### src/rtl/pcm_mftb_pkg.sv
package pcm_mftb_pkg;

  // Serial capture edge choice
  typedef enum logic {
    SMP_RISE = 1'b0,
    SMP_FALL = 1'b1
  } smp_edge_e;

  // Flops in the external-sync synchroniser ahead of the edge register
  localparam int unsigned SYNC_STAGES = 2;

endpackage

### src/rtl/pcm_mftb_sync.sv
module pcm_mftb_sync #(
  parameter int unsigned STAGES = 2
) (
  input  logic clk_i,
  input  logic rst_ni,
  input  logic async_i,
  output logic rise_o
);

  logic [STAGES-1:0] chain_q, chain_d;
  logic              last_q;
  logic              rise_q, rise_d;

  always_comb begin
    chain_d = {chain_q[STAGES-2:0], async_i};
    rise_d  = chain_q[STAGES-1] & ~last_q;
  end

  always_ff @(posedge clk_i or negedge rst_ni) begin
    if (!rst_ni) begin
      chain_q <= '0;
      last_q  <= 1'b0;
      rise_q  <= 1'b0;
    end else begin
      chain_q <= chain_d;
      last_q  <= chain_q[STAGES-1];
      rise_q  <= rise_d;
    end
  end

  assign rise_o = rise_q;

endmodule

### src/rtl/pcm_mftb_pos.sv
module pcm_mftb_pos #(
  parameter int unsigned BIT_W = 8,
  parameter int unsigned FRM_W = 6,
  parameter int unsigned MF_W  = 4
) (
  input  logic             clk_i,
  input  logic             rst_ni,
  input  logic [BIT_W-1:0] len_bit_i,
  input  logic [FRM_W-1:0] len_frm_i,
  input  logic             load_i,
  input  logic [BIT_W-1:0] ld_bit_i,
  input  logic [FRM_W-1:0] ld_frm_i,
  output logic [BIT_W-1:0] bit_o,
  output logic [FRM_W-1:0] frm_o,
  output logic [MF_W-1:0]  mf_o
);

  logic [BIT_W-1:0] bit_q, bit_d;
  logic [FRM_W-1:0] frm_q, frm_d;
  logic [MF_W-1:0]  mf_q, mf_d;
  logic             bit_wrap, frm_wrap, mf_en;

  always_comb begin
    bit_wrap = (bit_q >= (len_bit_i - BIT_W'(1)));
    frm_wrap = (frm_q >= (len_frm_i - FRM_W'(1)));
    mf_en    = bit_wrap & frm_wrap & ~load_i;
    mf_d     = mf_q + MF_W'(1);
    if (load_i) begin
      bit_d = ld_bit_i;
      frm_d = ld_frm_i;
    end else if (bit_wrap) begin
      bit_d = '0;
      frm_d = frm_wrap ? '0 : frm_q + FRM_W'(1);
    end else begin
      bit_d = bit_q + BIT_W'(1);
      frm_d = frm_q;
    end
  end

  always_ff @(posedge clk_i or negedge rst_ni) begin
    if (!rst_ni) begin
      bit_q <= '0;
      frm_q <= '0;
      mf_q  <= '0;
    end else begin
      bit_q <= bit_d;
      frm_q <= frm_d;
      if (mf_en) mf_q <= mf_d;
    end
  end

  assign bit_o = bit_q;
  assign frm_o = frm_q;
  assign mf_o  = mf_q;

endmodule

### src/rtl/pcm_mftb_sampler.sv
module pcm_mftb_sampler
  import pcm_mftb_pkg::*;
#(
  parameter int unsigned DAT_W = 2
) (
  input  logic             clk_i,
  input  logic             rst_ni,
  input  smp_edge_e        edge_i,
  input  logic [DAT_W-1:0] dat_i,
  output logic [DAT_W-1:0] dat_o
);

  logic [DAT_W-1:0] neg_q;
  logic [DAT_W-1:0] out_q, out_d;

  // Falling-edge capture, retimed below into the rising-edge domain
  always_ff @(negedge clk_i or negedge rst_ni) begin
    if (!rst_ni) neg_q <= '0;
    else         neg_q <= dat_i;
  end

  always_comb begin
    out_d = (edge_i == SMP_FALL) ? neg_q : dat_i;
  end

  always_ff @(posedge clk_i or negedge rst_ni) begin
    if (!rst_ni) out_q <= '0;
    else         out_q <= out_d;
  end

  assign dat_o = out_q;

endmodule

### src/rtl/pcm_mf_timebase.sv
module pcm_mf_timebase
  import pcm_mftb_pkg::*;
#(
  parameter int unsigned BIT_W = 8,
  parameter int unsigned FRM_W = 6,
  parameter int unsigned MF_W  = 4,
  parameter int unsigned DAT_W = 2
) (
  input  logic             clk_i,
  input  logic             rst_ni,
  input  logic             float_i,
  input  logic             smp_fall_i,
  input  logic [BIT_W-1:0] frame_len_i,
  input  logic [FRM_W-1:0] mf_len_i,
  input  logic [BIT_W-1:0] bit_dly_i,
  input  logic [FRM_W-1:0] frm_dly_i,
  input  logic             ext_msync_i,
  input  logic [DAT_W-1:0] ser_i,
  output logic [DAT_W-1:0] ser_o,
  output logic             msync_o,
  output logic [BIT_W-1:0] bit_idx_o,
  output logic [FRM_W-1:0] frm_idx_o,
  output logic [MF_W-1:0]  mf_idx_o,
  output logic             sof_o,
  output logic             mf_start_o
);

  localparam int unsigned SYNC_N = SYNC_STAGES;

  logic             rise_w;
  logic             load_w;
  logic [BIT_W-1:0] ld_bit_w, bit_w, lead_bit_w;
  logic [FRM_W-1:0] ld_frm_w, frm_w, last_frm_w;
  logic [MF_W-1:0]  mf_w;
  smp_edge_e        edge_w;

  pcm_mftb_sync #(.STAGES(SYNC_N)) u_sync (
    .clk_i   (clk_i),
    .rst_ni  (rst_ni),
    .async_i (ext_msync_i),
    .rise_o  (rise_w)
  );

  // Reload target: D+2 bits and F frames ahead of bit 0, frame 0
  always_comb begin
    load_w     = rise_w & ~float_i;
    lead_bit_w = frame_len_i - BIT_W'(2);
    last_frm_w = mf_len_i - FRM_W'(1);
    ld_bit_w   = lead_bit_w - bit_dly_i;
    ld_frm_w   = last_frm_w - frm_dly_i;
    edge_w     = smp_fall_i ? SMP_FALL : SMP_RISE;
  end

  pcm_mftb_pos #(.BIT_W(BIT_W), .FRM_W(FRM_W), .MF_W(MF_W)) u_pos (
    .clk_i     (clk_i),
    .rst_ni    (rst_ni),
    .len_bit_i (frame_len_i),
    .len_frm_i (mf_len_i),
    .load_i    (load_w),
    .ld_bit_i  (ld_bit_w),
    .ld_frm_i  (ld_frm_w),
    .bit_o     (bit_w),
    .frm_o     (frm_w),
    .mf_o      (mf_w)
  );

  pcm_mftb_sampler #(.DAT_W(DAT_W)) u_smp (
    .clk_i  (clk_i),
    .rst_ni (rst_ni),
    .edge_i (edge_w),
    .dat_i  (ser_i),
    .dat_o  (ser_o)
  );

  always_comb begin
    msync_o    = (bit_w == lead_bit_w) && (frm_w == last_frm_w);
    sof_o      = (bit_w == '0);
    mf_start_o = (bit_w == '0) && (frm_w == '0);
    bit_idx_o  = bit_w;
    frm_idx_o  = frm_w;
    mf_idx_o   = mf_w;
  end

endmodule

### config.mk
export PLATFORM = sky130hd
export DESIGN_NAME = pcm_mf_timebase
export DESIGN_NICKNAME = d
export VERILOG_FILES = /design/src/rtl/pcm_mftb_pkg.sv /design/src/rtl/pcm_mftb_sync.sv /design/src/rtl/pcm_mftb_pos.sv /design/src/rtl/pcm_mftb_sampler.sv /design/src/rtl/pcm_mf_timebase.sv
export SDC_FILE = /design/constraint.sdc
export NUM_CORES = 1
export LEC_CHECK = 0
export BUFFER_PORTS_ARGS = -buffer_cell sky130_fd_sc_hd__buf_2
export CAP_MARGIN = 40
export CORE_MARGIN = 3
export CORE_UTILIZATION = 45
export CTS_BUF_LIST = sky130_fd_sc_hd__clkbuf_4 sky130_fd_sc_hd__clkbuf_8
export CTS_CLUSTER_DIAMETER = 40
export DETAILED_ROUTE_END_ITERATION = 8
export PLACE_DENSITY = 0.75
export SETUP_SLACK_MARGIN = 0.5
export SKIP_CTS_REPAIR_TIMING = 1
export SLEW_MARGIN = 20
export SYNTH_ARGS = -nofsm -noshare
export SYNTH_HDL_FRONTEND = slang
export SYNTH_SLANG_ARGS = --single-unit
### constraint.sdc
create_clock -name clk_i -period 2.85 [get_ports clk_i]
set_clock_uncertainty 0.1 [all_clocks]
set_input_delay 0 -clock clk_i [delete_from_list [all_inputs] [get_ports clk_i]]
set_output_delay 0 -clock clk_i [all_outputs]
set_load 0.005 [all_outputs]
==> key figures, run 1 <==
Die
  • Site Rows: 26
  • Starting Density: 47.8%
  • DIE AREA: 6490 µm²
  • # IOs: 58
  • Chip Width: 80.6 µm
  • Die Y: 80.6 µm
  • Core Area: 5240 µm²

Setup path
  • Worst path cell trace: inv_1 -> ha_1 -> nand2b_4 -> a2111oi_4 -> a21oi_2 -> a21oi_4 -> or3_4 -> mux2_4
  • WP data required: 2910 ps
  • CP arrival: 2320 ps
  • Critical path fanouts, max: 6
  • Max incr delay on CP: 460 ps
  • Critical-path top delay cell: dfrtp_2
  • Startpoint types: flip-flop
  • WP buf/inv: 1
  • Reg2Reg Setup Slack: 590 ps
  • FF-to-FF End: u_pos.mf_o[1]
  • CP Capture Point: u_pos.mf_o[1]
  • Reg2Reg Depth: 8
  • Crit. path cell count: 8
  • Setup crit end kind: flip-flop
  • Setup CP Type: reg -> reg
  • Worst setup startpoint: u_pos.bit_o[0]
  • RR Startpoint: u_pos.bit_o[0]
  • Family with the most delay on the worst path: compound AO/OA/AOI/OAI gates

Logic synthesis
  • Synth Flop Type: dfrtp_1
  • Synth top area share: 24.0%
  • Post-Synth Simple-Gate Area: 18.7%
  • Ranking of synthesized cells by area: dfrtp_1, ha_1, xnor2_1
  • Synth Instances: 277
  • Asr flop ratio synth: 100%
  • Post-synthesis mux area share: 1.50%
  • Compound-gate portion of the synthesized area: 14.1%
  • Sequential area share after synthesis: 26.0%
  • Yosys cell types: 55
  • Avg Cell Area, Syn: 9.03 µm²
  • Yosys warns: 0
  • Largest family of logic cells by synthesized area: adder cells
  • Post-synth top area cell: dfrtp_1
  • Post-synth EDFFs: 0
  • Post-Syn Nets: 349
  • Synth Register Bits: 26
  • Synth Area in Adders: 19.1%
  • Synth Cell Area: 2500 µm²
  • XOR/XNOR share of the synthesized area: 14.7%

STA
  • Period minus WS final: 2260 ps
  • Final hold violations: 0
  • Unrepaired setup endpoints after global routing: no
  • Final setup viols: 0
  • Final Cycle Share: 79.3%
  • Fin Setup TNS: 0 ps
  • Slew HR: 55.2%
  • Max Clock Freq: 442 MHz
  • Hold WS: 16.4 ps
  • Pins Over Slew Limit: 0
  • Setup slack after layout: 589 ps
  • Slew at the pin closest to its max-slew limit: 673 ps

Layout
  • Antenna Cells: 0
  • Final nets: 416
  • Seq. cell area: 652 µm²
  • # fillers: 476
  • Area of the multi-input gates: 1760 µm²
  • Core Util, Final: 58.7%
  • Area Growth Syn to Fin: 22.9%
  • Layout cells sized above 1: 28.0%

Routing
  • Drc violations: 0
  • Avg WL per Cell: 14.8 µm
  • Via density: 5.26
  • Pre-antenna DRT Iters: 4
  • DRT iter0 DRCs: 89
  • Final WL: 6.10 mm
  • Vias: 2172
  • Routed Antenna Nets: 0

CTS
  • Root Buffer: clkbuf_8
  • Clock-pin slew on the worst setup and hold paths: 90 ps
  • # clock sinks: 26
  • CTS Buffer Depth: 2
  • Htree depth: 1
  • CTS tree: built
  • Clock insertion delay at the later pin of the skew report: 280 ps
  • CTS buffer count: 3

Place
  • Detail Placement HPWL: 4.63 mm
  • Pre-CTS setup slack: 223 ps
  • Buffers on Ports: 57
  • Final RePlAce weighted congestion: 0.906

Power
  • Clock power frac: 13.0%
  • Combinational Power Share: 56.4%
  • Internal: 1.32 mW
  • Pleak: 1.49 nW
  • P_sw: 1.02 mW
  • Flop pwr share: 30.6%
  • P per Cell Area: 760 nW/µm²
  • Switching part of the total: 43.7%
  • Worst-case vdd ir drop: 0.431 mV

Global route
  • First-pass GRT wire length: 9.36 mm
  • Initial antenna violation count: 0
  • Overall Global Routing Usage: 18.1%
  • Largest net degree at the start of global routing: 25
  • Vias in the first global route: 2106
  • Grt ovf: 0

Flow run
  • Max Cap Viol: 0

Outcome
  • Outcome: complete, no violations

Hold path
  • HP Class: in -> reg
-- cells by family (layout without fill, tap and decap cells) --
| family | after synthesis | after routing |
|---|---|---|
| AO/OA/AOI/OAI | 52 | 52 |
| flip-flops | 26 | 26 |
| XOR/XNOR | 42 | 42 |
| AND/OR/NAND/NOR | 82 | 82 |
| adder cells (fa/ha/maj) | 37 | 37 |
| multiplexers | 3 | 3 |
| buffers and inverters | 35 | 101 |
-- layout by cell type, fill, tap and decap left out, types with 3 or more instances in the layout --
master,n
nor4_1,3
xnor2_1,25
nor2b_1,4
a21oi_1,14
xor2_1,17
inv_1,27
nand3_1,16
o21ai_0,14
o21ai_1,3
dlygate4sd3_1,7
buf_2,57
a21o_1,3
nand2_1,15
nor2_1,10
buf_4,4
nor3_1,9
clkbuf_8,3
and3_1,3
dfrtp_1,23
ha_1,34
-- worst min-delay path, delay by kind of cell --
family                     cells  cell delay (ps)
buffers and inverters          1              110
AOI/OAI and AO/OA              1               70
adders and majority gates      1              170
-- cell type report --
cell class	instances	area share (%)
multi-input combinational	216	57.2
sequential	26	21.2
timing repair buffer	69	13.0
inverter	28	3.42
tap	70	2.85
clock buffer	3	1.34
clock inverter	1	0.977
-- stage by stage --
stage	instance area, µm²	cells	total power, mW
after floorplan	2500	277	1.52
after global placement	2870	402	1.91
after detailed placement	2870	402	1.94
after CTS	2950	406	2.26
after global routing	3070	413	2.52
final	3070	413	2.33
-- power by group through the flow --
stage               clock [mW]  sequential (mW)  combinational, mW
finish                   0.305            0.713               1.32
global route             0.325            0.740               1.46
CTS                      0.314            0.711               1.24
detailed placement           0            0.716               1.22
global placement             0            0.715               1.20
floorplan                    0            0.674              0.850
-- worst min-delay path by stage --
stage | from | endpoint | cells past startpoint
6_report | mf_len_i[0] | u_pos.frm_o[0] | 3
3_5_place_dp | rst_ni | u_sync.chain_q[0] | 2
3_3_place_gp | rst_ni | u_smp.dat_o[1] | 2
2_1_floorplan | rst_ni | u_pos.bit_o[0] | 0
5_1_grt | mf_len_i[0] | u_pos.frm_o[0] | 3
4_1_cts | rst_ni | u_sync.chain_q[0] | 2
-- registers in the layout, indices dropped and copies added (netlist names) --
signal / cells
u_pos.bit_o: 8
u_pos.frm_o: 6
u_pos.mf_o: 4
u_smp.dat_o: 2
u_smp.neg_q: 2
u_sync.chain_q: 2
u_sync.last_q: 1
u_sync.rise_o: 1
-- cells in the mapped netlist (2+ instances only) --
master     n
a21o_1     3
mux2_2     2
o21ai_1    4
a21oi_4    2
and3_1     3
o21ai_0   14
fa_1       2
inv_1     28
xnor2_1   25
nand2_1   15
nand3_1   16
xor2_1    17
a31oi_1    2
clkbuf_1   2
dfrtp_1   24
nor2b_1    4
nand4_1    2
nor3b_1    3
nor4_1     4
dfrtn_1    2
buf_2      2
nand2b_1   2
a22oi_2    2
nor2_1    11
a21oi_1   14
nor3_1     9
ha_1      35
-- metal layers --
metal / vias to the layer above / part of all wire (%) / wire length (µm) / track usage (%)
met5: - / 0 / 0 / 0
met4: 0 / 0.44 / 27 / 3.72
met3: 2 / 3.9 / 240 / 1.46
met2: 57 / 51 / 3110 / 34.0
met1: 1018 / 45 / 2720 / 22.4
li1: 1095 / - / - / -
No activity file was read; power rests on OpenSTA's default activity.
==> run 2, diff against run 1 <==
clock period = 2.3 ns   (was 2.85 ns; I/O delays follow)
==> run 2 against run 1 <==
Non-clock buffer count increased by 43. Worst setup slack got worse by 440 ps. Total power up 45%. Count of clock-buffer cells in the layout unchanged. Die area did not move. Core utilization grew 12 points. Combinational power increased by 77%. Critical path depth up 4. Register-to-register slack worse by 420 ps. Sequential cell count is the same. Sequential share of layout area shrank 3.4 points. Wire length grew 14%. Largest cell class unchanged. Largest power group unchanged.
==> key figures, run 2 (synthesis gave the netlist of run 1 again) <==
Setup path
  • Worst path cell trace: buf_8 -> clkinvlp_4 -> ha_4 -> a21boi_4 -> nand2_1 -> xor2_1 -> ha_1 -> nand2_2 -> o21ai_4 -> a21oi_4 -> or3_4 -> mux2_4
  • CP arrival: 2210 ps (-110 ps)
  • Max incr delay on CP: 390 ps (-70 ps)
  • Critical path fanouts, max: 4 (-2)
  • Startpoint types: primary input
  • Family with the most delay on the worst path: simple AND/OR/NAND/NOR gates
  • Critical-path top delay cell: or3_4
  • WP data required: 2360 ps (-550 ps)
  • Setup CP Type: in -> reg
  • Setup crit end kind: flip-flop
  • WP buf/inv: 2 (+1)

STA
  • Setup slack after layout: 150 ps (-439 ps)
  • Final hold violations: 0 (unchanged)
  • Fin Setup TNS: 0 ps (unchanged)
  • Slew HR: 49.0% (-6.2 points)
  • Slew at the pin closest to its max-slew limit: 765 ps (+92.7 ps)
  • Final setup viols: 0 (unchanged)
  • Pins Over Slew Limit: 0 (unchanged)
  • Unrepaired setup endpoints after global routing: yes
  • Max Clock Freq: 465 MHz
  • Period minus WS final: 2150 ps
  • Hold WS: 11.4 ps (-4.99 ps)
  • Final Cycle Share: 93.5%

CTS
  • Htree depth: 1 (unchanged)
  • Clock-pin slew on the worst setup and hold paths: 90 ps (about the same)
  • CTS Buffer Depth: 2 (unchanged)
  • CTS tree: built
  • # clock sinks: 26 (unchanged)
  • Clock insertion delay at the later pin of the skew report: 280 ps (about the same)
  • Root Buffer: clkbuf_8
  • CTS buffer count: 3 (unchanged)

Power
  • Total power: 3.39 mW (+45%)
  • P per Cell Area: 921 nW/µm² (+21%)
  • Pleak: 1.74 nW (+17%)
  • Worst-case vdd ir drop: 0.629 mV (+46%)

Die
  • Starting Density: 47.8% (unchanged)
  • # IOs: 58 (unchanged)
  • Core Area: 5240 µm² (unchanged)
  • DIE AREA: 6490 µm² (unchanged)
  • Die Y: 80.6 µm (unchanged)
  • Site Rows: 26 (unchanged)
  • Chip Width: 80.6 µm (unchanged)

Layout
  • # fillers: 391 (-18%)
  • Area Growth Syn to Fin: 47.1%
  • Finished Layout Cells: 455 (+10%)
  • Antenna Cells: 0 (unchanged)
  • Commonest cells after routing, fill and taps aside: buf_2, buf_4, ha_1
  • Final nets: 459 (+10%)
  • Max reg flops: 8 (unchanged)
  • Most common cell after layout, fill and taps aside: buf_2
  • Design area: 3680 µm² (+20%)
  • Layout cells sized above 1: 44.7% (+17 points)
  • Core Util, Final: 70.3% (+12 points)

Routing
  • DRT iter0 DRCs: 53 (-40%)
  • Vias: 2398 (+10%)
  • Final WL: 6.93 mm (+14%)
  • Drc violations: 0 (unchanged)
  • Pre-antenna DRT Iters: 4 (unchanged)
  • Avg WL per Cell: 15.2 µm (+3.3%)
  • Via density: 5.27 (+0.21%)
  • Routed Antenna Nets: 0 (unchanged)

Place
  • Buffers on Ports: 57 (unchanged)
  • Placed cell count: 434 (+8.0%)
  • Detail Placement HPWL: 5.18 mm (+12%)
  • Final RePlAce weighted congestion: 0.849 (-6.3%)
  • Pre-CTS setup slack: -162 ps (-385 ps)
  • Post-placement cell area: 3240 µm² (+13%)

Global route
  • Largest net degree at the start of global routing: 20 (-20%)
  • Overall Global Routing Usage: 20.8% (+2.7 points)
  • Grt ovf: 0 (unchanged)
  • First-pass GRT wire length: 10.6 mm (+14%)
  • Vias in the first global route: 2302 (+9.3%)
  • Initial antenna violation count: 0 (unchanged)

Flow run
  • Max Cap Viol: 0 (unchanged)

Hold path
  • HP Class: in -> async

Outcome
  • Outcome: complete, no violations
==> run 2: worst paths after layout <==
check,startpoint,end,slack [ps],cells after the start
setup / recovery,frame_len_i[1],u_pos.mf_o[1],150,12
hold reg to reg,u_sync.chain_q[0],u_sync.chain_q[1],260,0
setup reg to reg,u_pos.frm_o[1],u_pos.mf_o[1],170,7
max in group asynchronous,rst_ni,u_smp.neg_q[1],860,2
hold / removal,rst_ni,u_smp.dat_o[0],10,2
min in group clk_i,bit_dly_i[7],u_pos.bit_o[7],10,4
==> run 2: layout make-up <==
type                            instances  area [µm²]  area share, %
Tap cell                               70        87.6           2.38
Clock buffer                            3        41.3           1.12
Inverter                               28         129           3.50
Timing Repair Buffer                  112         752           20.4
Sequential cell                        26         654           17.8
Multi-Input combinational cell        216        2020           54.8
==> run 2: report_power, final <==
group	switching (mW)	leakage (nW)	internal (mW)	total [mW]
Combinational	1.17	1.41	1.16	2.34
Sequential	0.175	0.316	0.621	0.797
Clock	0.137	0.0216	0.117	0.254
==> run 2: layer usage <==
| metal | vias up | wire, µm | track usage (%) | part of all wire, % |
|---|---|---|---|---|
| met4 | 0 | 110 | 6.59 | 1.6 |
| met5 | - | 0 | 0 | 0 |
| li1 | 1182 | - | - | - |
| met1 | 1144 | 3210 | 30.2 | 46 |
| met2 | 62 | 3360 | 31.9 | 48 |
| met3 | 10 | 250 | 2.47 | 3.6 |
==> run 2: worst reg2reg max path, cell delays in order (launching register included) <==
cell     delay (ps)
dfrtp_2         470
ha_4            280
and2b_1         170
o31ai_4          80
a21oi_4         220
nor2_4           60
or3_4           340
mux2_4          300
==> run 3, diff against run 2 <==
PLACE_DENSITY = 0.74   (was 0.75)
SYNTH_HIERARCHICAL = 1   (was default)
==> run 3 against run 2 <==
Worst setup slack worse by 19 ps. Cell area up 2.4%. First-iteration DRC count rose to 3.7 times the previous value. Sequential share of layout area down 0.48 points. Maximum frequency down 0.86%. Global-route usage down 0.23 points. Largest cell class unchanged. Largest power group unchanged. Highest routed layer unchanged.
==> key figures, run 3 <==
Outcome
  • Outcome: complete, no violations

Setup path
  • Worst setup startpoint: u_pos/bit_o[1]
  • Critical path fanouts, max: 7 (+3)
  • WP data required: 2380 ps (+20 ps)
  • FF-to-FF End: u_pos/bit_o[3]
  • RR Startpoint: u_pos/bit_o[1]
  • Startpoint types: flip-flop
  • Reg2Reg Depth: 7 (unchanged)
  • Setup CP Type: reg -> reg
  • CP Capture Point: u_pos/bit_o[3]
  • Setup crit end kind: flip-flop
  • CP arrival: 2250 ps (+40 ps)
  • Reg2Reg Setup Slack: 130 ps (-40 ps)

CTS
  • CTS Buffer Depth: 2 (unchanged)
  • CTS buffer count: 3 (unchanged)
  • CTS tree: built
  • # clock sinks: 26 (unchanged)
  • Root Buffer: clkbuf_8
  • Clock-pin slew on the worst setup and hold paths: 80 ps (about the same)
  • Htree depth: 1 (unchanged)
  • Clock insertion delay at the later pin of the skew report: 270 ps (about the same)

Place
  • Final RePlAce weighted congestion: 0.878 (+3.4%)
  • Pre-CTS setup slack: -101 ps (+61.6 ps)
  • Detail Placement HPWL: 5.63 mm (+8.8%)
  • Buffers on Ports: 57 (unchanged)

STA
  • Fin Setup TNS: 0 ps (unchanged)
  • Unrepaired setup endpoints after global routing: yes
  • Period minus WS final: 2170 ps (+18.7 ps)
  • Max Clock Freq: 461 MHz (-0.86%)
  • Slew HR: 76.2% (+27 points)
  • Final setup viols: 0 (unchanged)
  • Pins Over Slew Limit: 0 (unchanged)
  • Final hold violations: 0 (unchanged)
  • Setup slack after layout: 131 ps (-18.7 ps)
  • Slew at the pin closest to its max-slew limit: 353 ps (-412 ps)
  • Final Cycle Share: 94.3% (+0.81 points)

Routing
  • Via density: 5.34 (+1.3%)
  • Drc violations: 0 (unchanged)
  • Final WL: 7.43 mm (+7.1%)
  • Avg WL per Cell: 15.8 µm (+3.5%)
  • Routed Antenna Nets: 0 (unchanged)
  • Pre-antenna DRT Iters: 4 (unchanged)
  • Vias: 2515 (+4.9%)
  • DRT iter0 DRCs: 196 (+270%)

Logic synthesis
  • Post-Synth Simple-Gate Area: 18.4% (-0.32 points)
  • XOR/XNOR share of the synthesized area: 19.3% (+4.6 points)
  • Largest family of logic cells by synthesized area: XOR/XNOR gates
  • Synth Cell Area: 2630 µm² (+5.3%)
  • Post-Syn Nets: 355 (+1.7%)
  • Post-synth EDFFs: 0 (unchanged)
  • Avg Cell Area, Syn: 9.24 µm² (+2.3%)
  • Synth Register Bits: 26 (unchanged)
  • Synth Area in Adders: 17.2% (-1.9 points)
  • Ranking of synthesized cells by area: dfrtp_1, ha_1, xnor2_1
  • Post-synth top area cell: dfrtp_1
  • Yosys warns: 6 (+6)
  • Sequential area share after synthesis: 24.7% (-1.3 points)
  • Synth cell count leaders: ha_1, inv_1, xnor2_1
  • Synth Instances: 285 (+2.9%)
  • Compound-gate portion of the synthesized area: 13.3% (-0.76 points)
  • Synth top area share: 22.8% (-1.2 points)
  • Yosys cell types: 51 (-7.3%)
  • Asr flop ratio synth: 100% (unchanged)
  • Synth Flop Type: dfrtp_1
  • Post-synthesis mux area share: 1.28% (-0.22 points)

Global route
  • First-pass GRT wire length: 10.7 mm (+0.78%)
  • Overall Global Routing Usage: 20.5% (-0.23 points)
  • Initial antenna violation count: 0 (unchanged)
  • Grt ovf: 0 (unchanged)
  • Largest net degree at the start of global routing: 26 (+30%)
  • Vias in the first global route: 2323 (+0.91%)

Layout
  • Area Growth Syn to Fin: 43.0%
  • Antenna Cells: 0 (unchanged)
  • # fillers: 446 (+14%)
  • Core Util, Final: 67.6% (-2.7 points)
  • Commonest cells after routing, fill and taps aside: buf_2, buf_4, inv_1
  • Layout cells sized above 1: 41.4% (-3.3 points)
  • Most common cell after layout, fill and taps aside: buf_2
  • Final nets: 470 (+2.4%)
  • Max reg flops: 8 (unchanged)

Flow run
  • Max Cap Viol: 0 (unchanged)

Die
  • Site Rows: 27 (+3.8%)
  • Chip Width: 82.5 µm (+2.4%)
  • Die Y: 82.5 µm (+2.4%)
  • Starting Density: 47.3% (-0.50 points)
  • Core Area: 5570 µm² (+6.4%)
  • DIE AREA: 6810 µm² (+4.9%)
  • # IOs: 58 (unchanged)

Hold path
  • HP Class: in -> reg
  • Hold Path Depth: 5

Power
  • P per Cell Area: 895 nW/µm² (-2.8%)
  • Pleak: 1.85 nW (+5.9%)
  • Worst-case vdd ir drop: 0.497 mV (-21%)
==> run 3: changes by cell type in the layout (fill, tap and decap cells not counted), moves of 4 or more <==
cell	before	now
nand3_2	6	0
o21ai_1	10	1
nor3_1	8	3
and3_1	3	7
nand2_1	14	21
nor3_2	1	5
inv_1	23	33
buf_2	53	57
xnor2_1	23	29
==> run 3: critical path, cell delays in order (launching register included) <==
cell      delay (ps)
dfrtp_1          430
ha_4             230
nor2b_4          120
o211ai_1         220
a31oi_2          180
or3_4            460
buf_12           170
o31ai_4          170
==> run 3: cells by family (layout without fill, tap and decap cells) <==
group,Yosys count,in the layout
adders and majority gates,35,35
AOI/OAI and AO/OA,47,47
xor gates and xnor gates,54,54
muxes,3,3
DFF,26,26
buffers and inverters,38,152
and+or+nand+nor,82,82
==> run 3: stage by stage <==
step	cells	area (µm²)	total power, mW	hold WS [ps]
2_1_floorplan	285	2670	1.82	-396
3_3_place_gp	455	3360	2.52	-17.5
3_5_place_dp	455	3360	2.58	-23.4
4_1_cts	459	3410	2.85	-319
5_1_grt	471	3770	3.60	39.7
6_report	471	3770	3.37	29.9
==> run 3: worst min-delay path by stage <==
stage                      start              to
floorplan                 rst_ni  u_pos/bit_o[0]
global placement          rst_ni   u_pos/mf_o[0]
detailed placement        rst_ni  u_pos/frm_o[0]
CTS                       rst_ni   u_pos/mf_o[2]
global route        bit_dly_i[0]  u_pos/bit_o[0]
finish              bit_dly_i[0]  u_pos/bit_o[0]
==> run 3: area by class of cell <==
| cell class | instances | area (µm²) | share of cell area [%] |
|---|---|---|---|
| inverters | 33 | 124 | 3.29 |
| clock buffers | 4 | 48.8 | 1.30 |
| repair buffers | 115 | 769 | 20.4 |
| multi-input cells | 221 | 2080 | 55.3 |
| well taps | 72 | 90.1 | 2.39 |
| flip-flops and latches | 26 | 652 | 17.3 |
==> run 3: per-layer routing <==
metal | wire, µm | share of wire (%) | GRT usage, %
met5 | 0 | 0 | 0
met4 | 56 | 0.75 | 0.980
met3 | 410 | 5.5 | 2.93
met2 | 3880 | 52 | 37.9
met1 | 3080 | 41 | 26.6
==> run 3: where the power goes <==
part / internal, mW / leakage, nW / total (mW) / switching (mW)
combinational: 1.21 / 1.50 / 2.34 / 1.13
clock: 0.136 / 0.0262 / 0.272 / 0.137
sequential: 0.611 / 0.319 / 0.753 / 0.143
total: 1.96 / 1.85 / 3.37 / 1.41
